===== config.mk =====
export PLATFORM = sky130hd
export DESIGN_NAME = aux_timer
export DESIGN_NICKNAME = d
export VERILOG_FILES = /design/src/rtl/aux_tmr_pkg.sv /design/src/rtl/aux_tmr_prescaler.sv /design/src/rtl/aux_tmr_edge.sv /design/src/rtl/aux_tmr_counter.sv /design/src/rtl/aux_timer.sv
export SDC_FILE = /design/constraint.sdc
export NUM_CORES = 1
export LEC_CHECK = 0
export BUFFER_PORTS_ARGS = -buffer_cell sky130_fd_sc_hd__buf_2
export CORE_MARGIN = 1
export CORE_UTILIZATION = 45
export CTS_CLUSTER_DIAMETER = 100
export DETAILED_ROUTE_END_ITERATION = 10
export PLACE_DENSITY = 0.65
export SYNTH_ARGS = -nofsm -noshare
export SYNTH_HDL_FRONTEND = slang
export SYNTH_HIERARCHICAL = 1
export SYNTH_SLANG_ARGS = --single-unit

===== constraint.sdc =====
create_clock -name clk -period 5.6 [get_ports clk]
set_input_delay 0.28 -clock clk [delete_from_list [all_inputs] [get_ports clk]]
set_output_delay 0.28 -clock clk [all_outputs]
set_load 0.02 [all_outputs]

===== src/rtl/aux_tmr_pkg.sv =====
package aux_tmr_pkg;

  typedef enum logic [1:0] {
    MODE_TIMER = 2'b00,
    MODE_GATED = 2'b01,
    MODE_COUNT = 2'b10,
    MODE_CHAIN = 2'b11
  } tmr_mode_e;

  typedef struct packed {
    logic [1:0] spare;
    logic       cap_int;
    logic [1:0] cap_edge;
    logic [1:0] cnt_edge;
    logic       remote;
    logic       run;
    logic       gate_hi;
    logic       down;
    logic [2:0] psc;
    tmr_mode_e  mode;
  } ctrl_t;

  localparam int CTRL_W = $bits(ctrl_t);

  localparam logic [1:0] ADDR_CTRL = 2'd0;
  localparam logic [1:0] ADDR_CNT  = 2'd1;
  localparam logic [1:0] ADDR_CAP  = 2'd2;
  localparam logic [1:0] ADDR_STAT = 2'd3;

endpackage


===== src/rtl/aux_tmr_prescaler.sv =====
module aux_tmr_prescaler #(
  parameter int SEL_W = 3,
  parameter int BASE  = 3
) (
  input  logic             clk,
  input  logic             rst,
  input  logic             run,
  input  logic [SEL_W-1:0] sel,
  output logic             tick
);
  localparam int CW = BASE + (1 << SEL_W) - 1;

  logic [CW-1:0] div_q;
  logic [CW-1:0] mask;

  always_comb begin
    mask = (CW'(1) << (CW'(BASE) + CW'(sel))) - CW'(1);
    tick = run && ((div_q & mask) == mask);
  end

  // the divider restarts whenever the run source is low
  always_ff @(posedge clk) begin
    if (rst || !run) div_q <= '0;
    else             div_q <= div_q + CW'(1);
  end

  AST_TICK_SPACED: assert property (@(posedge clk) disable iff (rst)
    tick |=> !tick);

endmodule


===== src/rtl/aux_tmr_edge.sv =====
module aux_tmr_edge #(
  parameter int STAGES = 2
) (
  input  logic       clk,
  input  logic       rst,
  input  logic       pin,
  input  logic [1:0] sel,
  output logic       level,
  output logic       hit
);
  logic [STAGES-1:0] sync_q;
  logic              prev_q;
  logic              rise, fall;

  always_ff @(posedge clk) begin
    if (rst) begin
      sync_q <= '0;
      prev_q <= 1'b0;
    end else begin
      sync_q <= {sync_q[STAGES-2:0], pin};
      prev_q <= sync_q[STAGES-1];
    end
  end

  always_comb begin
    level = sync_q[STAGES-1];
    rise  = level & ~prev_q;
    fall  = ~level & prev_q;
    hit   = (sel[0] & rise) | (sel[1] & fall);
  end

  AST_HIT_NEEDS_SEL: assert property (@(posedge clk) disable iff (rst)
    (sel == 2'b00) |-> !hit);

endmodule


===== src/rtl/aux_tmr_counter.sv =====
module aux_tmr_counter #(
  parameter int W = 16
) (
  input  logic         clk,
  input  logic         rst,
  input  logic         load,
  input  logic [W-1:0] load_val,
  input  logic         step,
  input  logic         down,
  output logic [W-1:0] count,
  output logic         wrap
);
  localparam logic [W-1:0] ONE = W'(1);

  always_ff @(posedge clk) begin
    if (rst) begin
      count <= '0;
      wrap  <= 1'b0;
    end else begin
      wrap <= 1'b0;
      if (load) begin
        count <= load_val;
      end else if (step) begin
        count <= down ? count - ONE : count + ONE;
        wrap  <= down ? (count == '0) : (count == '1);
      end
    end
  end

  AST_LOAD_WINS: assert property (@(posedge clk) disable iff (rst)
    load |=> count == $past(load_val));
  AST_STEP_UP: assert property (@(posedge clk) disable iff (rst)
    (step && !load && !down) |=> count == $past(count) + ONE);
  AST_STEP_DOWN: assert property (@(posedge clk) disable iff (rst)
    (step && !load && down) |=> count == $past(count) - ONE);
  AST_IDLE_HOLD: assert property (@(posedge clk) disable iff (rst)
    (!step && !load) |=> $stable(count));

endmodule


===== src/rtl/aux_timer.sv =====
module aux_timer
  import aux_tmr_pkg::*;
#(
  parameter int CNT_W  = 16,
  parameter int ADDR_W = 2,
  parameter int PSC_W  = 3,
  parameter int PSC_B  = 3,
  parameter int SYNC_N = 2
) (
  input  logic              clk,
  input  logic              rst,
  input  logic              wr_en,
  input  logic [ADDR_W-1:0] wr_addr,
  input  logic [CNT_W-1:0]  wr_data,
  input  logic [ADDR_W-1:0] rd_addr,
  output logic [CNT_W-1:0]  rd_data,
  input  logic              core_run_i,
  input  logic              core_ovf_i,
  input  logic              tin_i,
  input  logic              cap_pin_i,
  input  logic              cap_trig_i,
  output logic [CNT_W-1:0]  count_o,
  output logic              wrap_o,
  output logic              cap_flag_o
);
  ctrl_t            ctrl_q;
  logic [CNT_W-1:0] cap_q;
  logic             flag_q;
  logic             run_sel, tick, step, load, cap_fire;
  logic             tin_lvl, tin_hit, cpin_lvl, cpin_hit;
  logic             wr_ctrl, wr_stat, flag_clr;

  always_comb begin
    wr_ctrl  = wr_en && (wr_addr == ADDR_W'(ADDR_CTRL));
    load     = wr_en && (wr_addr == ADDR_W'(ADDR_CNT));
    wr_stat  = wr_en && (wr_addr == ADDR_W'(ADDR_STAT));
    flag_clr = wr_stat && wr_data[0];
    run_sel  = ctrl_q.remote ? core_run_i : ctrl_q.run;
  end

  aux_tmr_prescaler #(.SEL_W(PSC_W), .BASE(PSC_B)) u_psc (
    .clk (clk), .rst (rst), .run (run_sel), .sel (ctrl_q.psc), .tick (tick)
  );

  aux_tmr_edge #(.STAGES(SYNC_N)) u_tin (
    .clk (clk), .rst (rst), .pin (tin_i), .sel (ctrl_q.cnt_edge),
    .level (tin_lvl), .hit (tin_hit)
  );

  aux_tmr_edge #(.STAGES(SYNC_N)) u_cpin (
    .clk (clk), .rst (rst), .pin (cap_pin_i), .sel (ctrl_q.cap_edge),
    .level (cpin_lvl), .hit (cpin_hit)
  );

  always_comb begin
    case (ctrl_q.mode)
      MODE_TIMER: step = run_sel && tick;
      MODE_GATED: step = run_sel && tick && (tin_lvl == ctrl_q.gate_hi);
      MODE_COUNT: step = run_sel && tin_hit;
      default:    step = run_sel && core_ovf_i;
    endcase
    cap_fire = ctrl_q.cap_int ? cap_trig_i : cpin_hit;
  end

  aux_tmr_counter #(.W(CNT_W)) u_cnt (
    .clk (clk), .rst (rst), .load (load), .load_val (wr_data),
    .step (step), .down (ctrl_q.down), .count (count_o), .wrap (wrap_o)
  );

  always_ff @(posedge clk) begin
    if (rst) begin
      ctrl_q <= '0;
      cap_q  <= '0;
      flag_q <= 1'b0;
    end else begin
      if (wr_ctrl)       ctrl_q <= ctrl_t'(wr_data[CTRL_W-1:0]);
      if (cap_fire)      cap_q  <= count_o;
      if (cap_fire)      flag_q <= 1'b1;
      else if (flag_clr) flag_q <= 1'b0;
    end
  end

  always_ff @(posedge clk) begin
    if (rst) rd_data <= '0;
    else begin
      case (rd_addr)
        ADDR_W'(ADDR_CTRL): rd_data <= CNT_W'(ctrl_q);
        ADDR_W'(ADDR_CNT):  rd_data <= count_o;
        ADDR_W'(ADDR_CAP):  rd_data <= cap_q;
        default:            rd_data <= CNT_W'(flag_q);
      endcase
    end
  end

  assign cap_flag_o = flag_q;

  AST_CAP_COPY: assert property (@(posedge clk) disable iff (rst)
    cap_fire |=> cap_q == $past(count_o));
  AST_FLAG_STICKY: assert property (@(posedge clk) disable iff (rst)
    (flag_q && !flag_clr) |=> flag_q);
  AST_WRAP_VALUE: assert property (@(posedge clk) disable iff (rst)
    wrap_o |-> (count_o == '0 || count_o == '1));
  AST_REMOTE_STOP: assert property (@(posedge clk) disable iff (rst)
    (ctrl_q.remote && !core_run_i && !load) |=> $stable(count_o));

endmodule


# Word level (Yosys, flattened, before mapping)
# Cells that the tools add are included.
# W data, S select, Z words.
# totals
out_inout_bits	34
regBits	82
inputBits	28
# classes
n_addsub	5
bitwise_logic	16
eq_ne	9
shift	1
muxes	10
reduce_logical	18
# ops
operator	count
$mux W16	3
$pmux W16 S3	1
$add A16 B1 Y16 const B	1
$eq A16 B16 Y1 const B	1
$logic_not A16 Y1	1
$sub A16 B1 Y16 const B	1
$add A10 B1 Y10 const B	1
$and A10 B10 Y10	1
$eq A10 B10 Y1	1
$shl A1 B10 Y10 const A	1
$sub A10 B2 Y10 const B	1
$logic_and A1 B1 Y1	9
$and A1 B1 Y1	8
$eq A2 B1 Y1 const B	3
$eq A2 B2 Y1 const B	3
$logic_not A2 Y1	3
$mux W1	5
$not A1 Y1	5
$add A2 B3 Y4 const A	1
$reduce_bool A2 Y1	2
$pmux W1 S3	1
$reduce_or A3 Y1	1
$or A1 B1 Y1	2
$eq A1 B1 Y1	1
other kinds (2)	2

# Logic depth before layout (Yosys ltp)
# depth
depth_word	11
depth_mapped	13
mapped_depth_nobuf	12

# Modules after synthesis
# The synthesis kept the hierarchy.
# by_module_without_submodules
module	n_inst	cells_per_inst	seq_area_each_um2	area_each_um2
aux_timer	1	222	980.9	2040.7
aux_tmr_counter	1	211	340.3	1670.4
aux_tmr_prescaler	1	70	200.2	554.3
aux_tmr_edge	2	9	60.1	98.8

# Worst setup path after synthesis
# OpenSTA, ideal clock, no wires.
# synth_timing
kind	register to register
from	register ctrl_q[8] in the netlist's numbering
to	register u_cnt.count[10]
synth_period_minus_slack_ns	2.300
path_slack_ns	3.300
arrival_time_ns	2.238
path_stages_with_launch	11
setup_time_ns	0.062
path_cell_list	dfxtp_1 > mux2_2 > o211ai_1 > nor3_1 > and4_1 > and3b_1 > a32o_1 > inv_1 > or3_4 > or4_1 > nand3_1
# synth_via
elab_chain_len	6
elab_cells_between_ends	8
# synth_lines
element	line	source
start, declared	aux_timer.sv:26	ctrl_t ctrl_q;
start signal, assigned	aux_timer.sv:76	if (wr_ctrl) ctrl_q <= ctrl_t'(wr_data[CTRL_W-1:0]);
$mux W1 *	aux_timer.sv:38	run_sel = ctrl_q.remote ? core_run_i : ctrl_q.run;
net run_sel	aux_timer.sv:29	logic run_sel, tick, step, load, cap_fire;
$logic_and A1 B1 Y1 *	aux_tmr_prescaler.sv:18	tick = run && ((div_q & mask) == mask);
net tick	aux_timer.sv:29	
$logic_and A1 B1 Y1 *	aux_timer.sv:57, aux_timer.sv:58	
$logic_and A1 B1 Y1	aux_timer.sv:58	MODE_GATED: step = run_sel && tick && (tin_lvl == ctrl_q.gate_hi);
$pmux W1 S3 *	aux_timer.sv:56	case (ctrl_q.mode)
net step	aux_timer.sv:29	
$reduce_bool A2 Y1 (no line) *	n/a	
end signal, assigned	aux_tmr_counter.sv:22	count <= load_val;
end signal, assigned	aux_tmr_counter.sv:24	count <= down ? count - ONE : count + ONE;
end, declared	aux_tmr_counter.sv:10	output logic [W-1:0] count,
# The timed path passes the listed nets; every way through them passes the cells marked *.
# A chain may end at the register's enable or synchronous reset.

# Worst setup path after layout
# layout_timing
from	register ctrl_q[8] in the netlist's numbering
to	register u_cnt.count[11]
# Same word-level chain as after synthesis.

==> Flow_metrics.wiki <==
{| class="wikitable"
! Metric !! Value
|-
| Stage delay of the slowest cell on the critical path || about 0.45 ns
|-
| Commonest register cell after synthesis || sky130_fd_sc_hd__dfxtp_1
|-
| Ratio of routed vias to standard cells || about 5.7
|-
| Clk buf depth || 2
|-
| Final wirelength || between 10000 and 15000 um
|-
| Number of buffers created by CTS || 9
|-
| Sw frac || 26.2%
|-
| Detailed-router iteration count before antenna repair || 5
|-
| Final number of setup-violating endpoints || 0
|-
| Endpoint arrival time on the critical path || roughly 3.1 ns
|-
| Capture point of the worst reg-to-reg path || u_cnt/count[11]$_SDFFE_PP0P_
|-
| Final period demand of the worst path || roughly 2.8 ns
|-
| Launch point of the worst reg-to-reg path || ctrl_q[8]$_SDFFE_PP0P_
|-
| Slew at the pin closest to its max-slew limit || 0.986 ns
|-
| CTS Hold Buffers Added || 0
|-
| Clock Latency Late Sink || roughly 0.36 ns
|-
| Pin count of the biggest net entering global routing || 46
|-
| Cell-by-cell listing of the critical path || mux2_2 -> o211ai_1 -> nor3_1 -> and4_1 -> and3b_1 -> a32o_1 -> buf_4 -> inv_1 -> or3_4 -> or3_1 -> mux2i_1 -> a211o_1
|-
| Cell count after synthesis || ~520
|-
| Postcts setup bufs || 0
|-
| Internal power || around 910 uW
|-
| Critical Path RT || about 5.9 ns
|-
| Number of distinct library cell variants in the gate-level netlist after synthesis || 74
|-
| Antenna violations before repair || 0
|-
| Sw power || 322 uW
|-
| Crit share post-route || about half
|-
| Synth warn || 6
|-
| Share of synthesized area occupied by flip-flops and latches || ~37%
|-
| Buffers on Ports || 61
|-
| Run status || complete, no violations
|-
| Number of maximum-capacitance violations || 0
|-
| Root Driver || sky130_fd_sc_hd__clkbuf_8
|-
| TritonCTS clock tree || built
|-
| Share of layout cells above drive strength 1 || approximately 19%
|-
| Worst setup slack for register-to-register paths || about 2.8 ns
|-
| Layout Area Growth over Synthesis || 11.7%
|-
| Remaining design rule violation count || 0
|-
| Leakage power total || 2.01 nW
|-
| Slowest cell on the critical path || sky130_fd_sc_hd__or3_4
|-
| Worst slack on hold paths || approximately 0.13 ns
|-
| Area share of the largest cell type after synthesis || 36.8%
|-
| Initial Util || 47.4%
|-
| Worst vdd rail ir drop || ~0.12 mV
|-
| Total via count after detailed routing || between 4000 and 5000
|-
| Die Width || 102 um
|-
| Async SR Flop Fraction || 0%
|-
| Portion of total power attributed to combinational logic || 9.5%
|-
| Floorplan die height || just over 100 um
|-
| Total negative slack for setup checks || 0 ns
|-
| Number of gates given a new drive strength after cts || 0
|-
| Number of nets in the layout || between 600 and 700
|-
| Num ports || a little over 60
|-
| Number of violations reported at the end of detailed-routing iteration 0 || approximately 250
|-
| Clock transition time at the flip-flop clock pins of the worst setup and hold paths || about 0.09 ns
|-
| Timing-limited maximum frequency || 0.353 GHz
|-
| Kind of end point of the critical path || flip-flop
|-
| Cell type with the highest aggregate area in the netlist || sky130_fd_sc_hd__dfxtp_1
|-
| Core Region || approximately 9400 um^2
|-
| Type of element launching the critical path || flip-flop
|-
| Antenna violation net count after detailed routing || 0
|-
| Worst clock skew || between 0.008 and 0.009 ns
|-
| Final hold violations || 0
|-
| Cell Area, Synth || 4460 um^2
|-
| First element of the critical path || ctrl_q[8]$_SDFFE_PP0P_
|-
| Aggregate global-route resource usage || 24.1%
|-
| Count of flip-flops with a built-in enable after synthesis || 0
|-
| Worst slew margin relative to its limit || roughly a third
|-
| H-tree levels || 3
|-
| Hold crit path type || in2reg
|-
| Number of global-route vias before repair || 3682
|-
| Pwr Density || about 250 nW/um^2
|-
| Max FO, Critical Path || 21
|-
| Total number of clock tree sinks || a little over 80
|-
| Logic depth of the worst register-to-register path || 12
|-
| Number of cells on the worst hold path || 2
|-
| Pins over their slew limit || 0
|-
| End point of the critical path || u_cnt/count[11]$_SDFFE_PP0P_
|-
| Reg power frac || 50.0%
|-
| Start-to-end type of the worst setup path || reg2reg
|-
| Area enclosed by the die boundary || 10300 um^2
|-
| Post-route setup slack || between 2 and 3 ns
|-
| Standard-cell row count || 35
|-
| Avg Cell Area, Syn || ~8.6 um^2
|-
| RSZ-0062 raised after global routing || no
|-
| Count of state elements after synthesis || slightly above 80
|-
| Number of antenna diodes || 0
|-
| Wire length of the first global-routing pass || between 15000 and 20000 um
|-
| Leading post-synthesis cells by cell area || sky130_fd_sc_hd__dfxtp_1, sky130_fd_sc_hd__nand2_1, sky130_fd_sc_hd__a21oi_1, sky130_fd_sc_hd__ha_1, sky130_fd_sc_hd__mux2i_1
|-
| Placed wire-length estimate || approximately 8500 um
|-
| Weighted congestion reported at the end of routability-driven placement || 0.846
|-
| Wire length per cell after detailed routing || between 15 and 20 um
|-
| Clock group share of total power || between 40% and 50%
|-
| Post-place setup slack || approximately 2.8 ns
|-
| Overflow after GRT || 0
|}
[sequential cells by signal, indices dropped and copies added (netlist names)]
signal	flops
u_tin/prev_q	1
cap_q	16
ctrl_q	16
rd_data	16
u_psc/div_q	10
u_cnt/count	16
u_cpin/sync_q	2
u_cnt/wrap	1
u_tin/sync_q	2
u_cpin/prev_q	1
cap_flag_o	1
[how the worst min path moves through the flow]
stage | start | endpoint | slack [ns]
3_5_place_dp | u_tin/sync_q[0]$_SDFF_PP0_ | u_tin/sync_q[1]$_SDFF_PP0_ | 0.43
2_1_floorplan | rst | u_cpin/prev_q$_SDFF_PP0_ | 0.35
3_3_place_gp | u_tin/sync_q[0]$_SDFF_PP0_ | u_tin/sync_q[1]$_SDFF_PP0_ | 0.42
6_report | tin_i | u_tin/sync_q[0]$_SDFF_PP0_ | 0.13
4_1_cts | tin_i | u_tin/sync_q[0]$_SDFF_PP0_ | 0.12
5_1_grt | cap_pin_i | u_cpin/sync_q[0]$_SDFF_PP0_ | 0.14
[synth_stat cells, types with 10 or more instances]
master,count
sky130_fd_sc_hd__nand2_1,79
sky130_fd_sc_hd__clkbuf_1,10
sky130_fd_sc_hd__a21oi_2,10
sky130_fd_sc_hd__dfxtp_1,82
sky130_fd_sc_hd__nor3b_1,10
sky130_fd_sc_hd__nor2_1,43
sky130_fd_sc_hd__a21oi_1,54
sky130_fd_sc_hd__ha_1,16
sky130_fd_sc_hd__a2bb2oi_1,15
sky130_fd_sc_hd__nand3_1,12
sky130_fd_sc_hd__nor2b_1,12
sky130_fd_sc_hd__mux2i_1,18
sky130_fd_sc_hd__inv_1,12
[cell usage in the layout (no fill, tap or decap), types with 12 or more instances in the layout]
| cell | count |
|---|---|
| sky130_fd_sc_hd__nor2_1 | 43 |
| sky130_fd_sc_hd__buf_2 | 61 |
| sky130_fd_sc_hd__dfxtp_1 | 82 |
| sky130_fd_sc_hd__nand3_1 | 12 |
| sky130_fd_sc_hd__a21oi_1 | 54 |
| sky130_fd_sc_hd__ha_1 | 16 |
| sky130_fd_sc_hd__nor2b_1 | 12 |
| sky130_fd_sc_hd__nand2_1 | 79 |
| sky130_fd_sc_hd__a2bb2oi_1 | 15 |
| sky130_fd_sc_hd__mux2i_1 | 18 |
| sky130_fd_sc_hd__inv_1 | 12 |
[power groups by stage]
stage	clock network [mW]	registers (mW)	logic [mW]
2_1_floorplan	0	0.628	0.0782
3_3_place_gp	0	0.628	0.115
3_5_place_dp	0	0.628	0.116
4_1_cts	0.500	0.614	0.116
5_1_grt	0.529	0.617	0.128
6_report	0.496	0.615	0.117
[cell families (layout without fill, tap and decap cells)]
family,after synthesis,count (layout),synth area share (%)
xor gates and xnor gates,17,17,3.34
DFF,82,82,36.8
buffers and inverters,41,91,5.21
adders and majority gates,17,17,4.93
AOI/OAI and AO/OA,133,133,20.9
muxes,23,23,5.69
and+or+nand+nor,207,207,23.0
other,1,2,0.0840
[layout make-up]
cell class | count | area [um^2]
repair buffers | 63 | 320
inverters | 12 | 45.0
clock inverters | 5 | 85.1
multi-input cells | 399 | 2590
clock buffers | 11 | 141
fillers | 915 | 4430
well taps | 129 | 161
flip-flops and latches | 82 | 1640
[worst max-delay path: cells and delay by family, from the launching register on]
kind	cells	cell delay [ns]
buf+inv	2	0.37
mux	2	0.39
simple gates	5	1.34
flops	1	0.34
compound gates	3	0.32
[stage by stage]
stage / instances / util [%] / cell area (um^2) / total power, mW
finish: 701 / 53.0 / 4990 / 1.23
global route: 701 / 53.0 / 4990 / 1.27
detailed placement: 685 / 50.6 / 4760 / 0.744
floorplan: 522 / - / 4470 / 0.706
global placement: 685 / 50.6 / 4760 / 0.742
CTS: 701 / 53.0 / 4990 / 1.23
[metal layers]
metal  wire [um]  global-route usage [%]
met4         146                    6.35
met2        5590                    39.0
met1        5510                    32.7
met3         758                    4.62
met5           0                       0
Note: power is estimated with default switching activity, not from simulation.
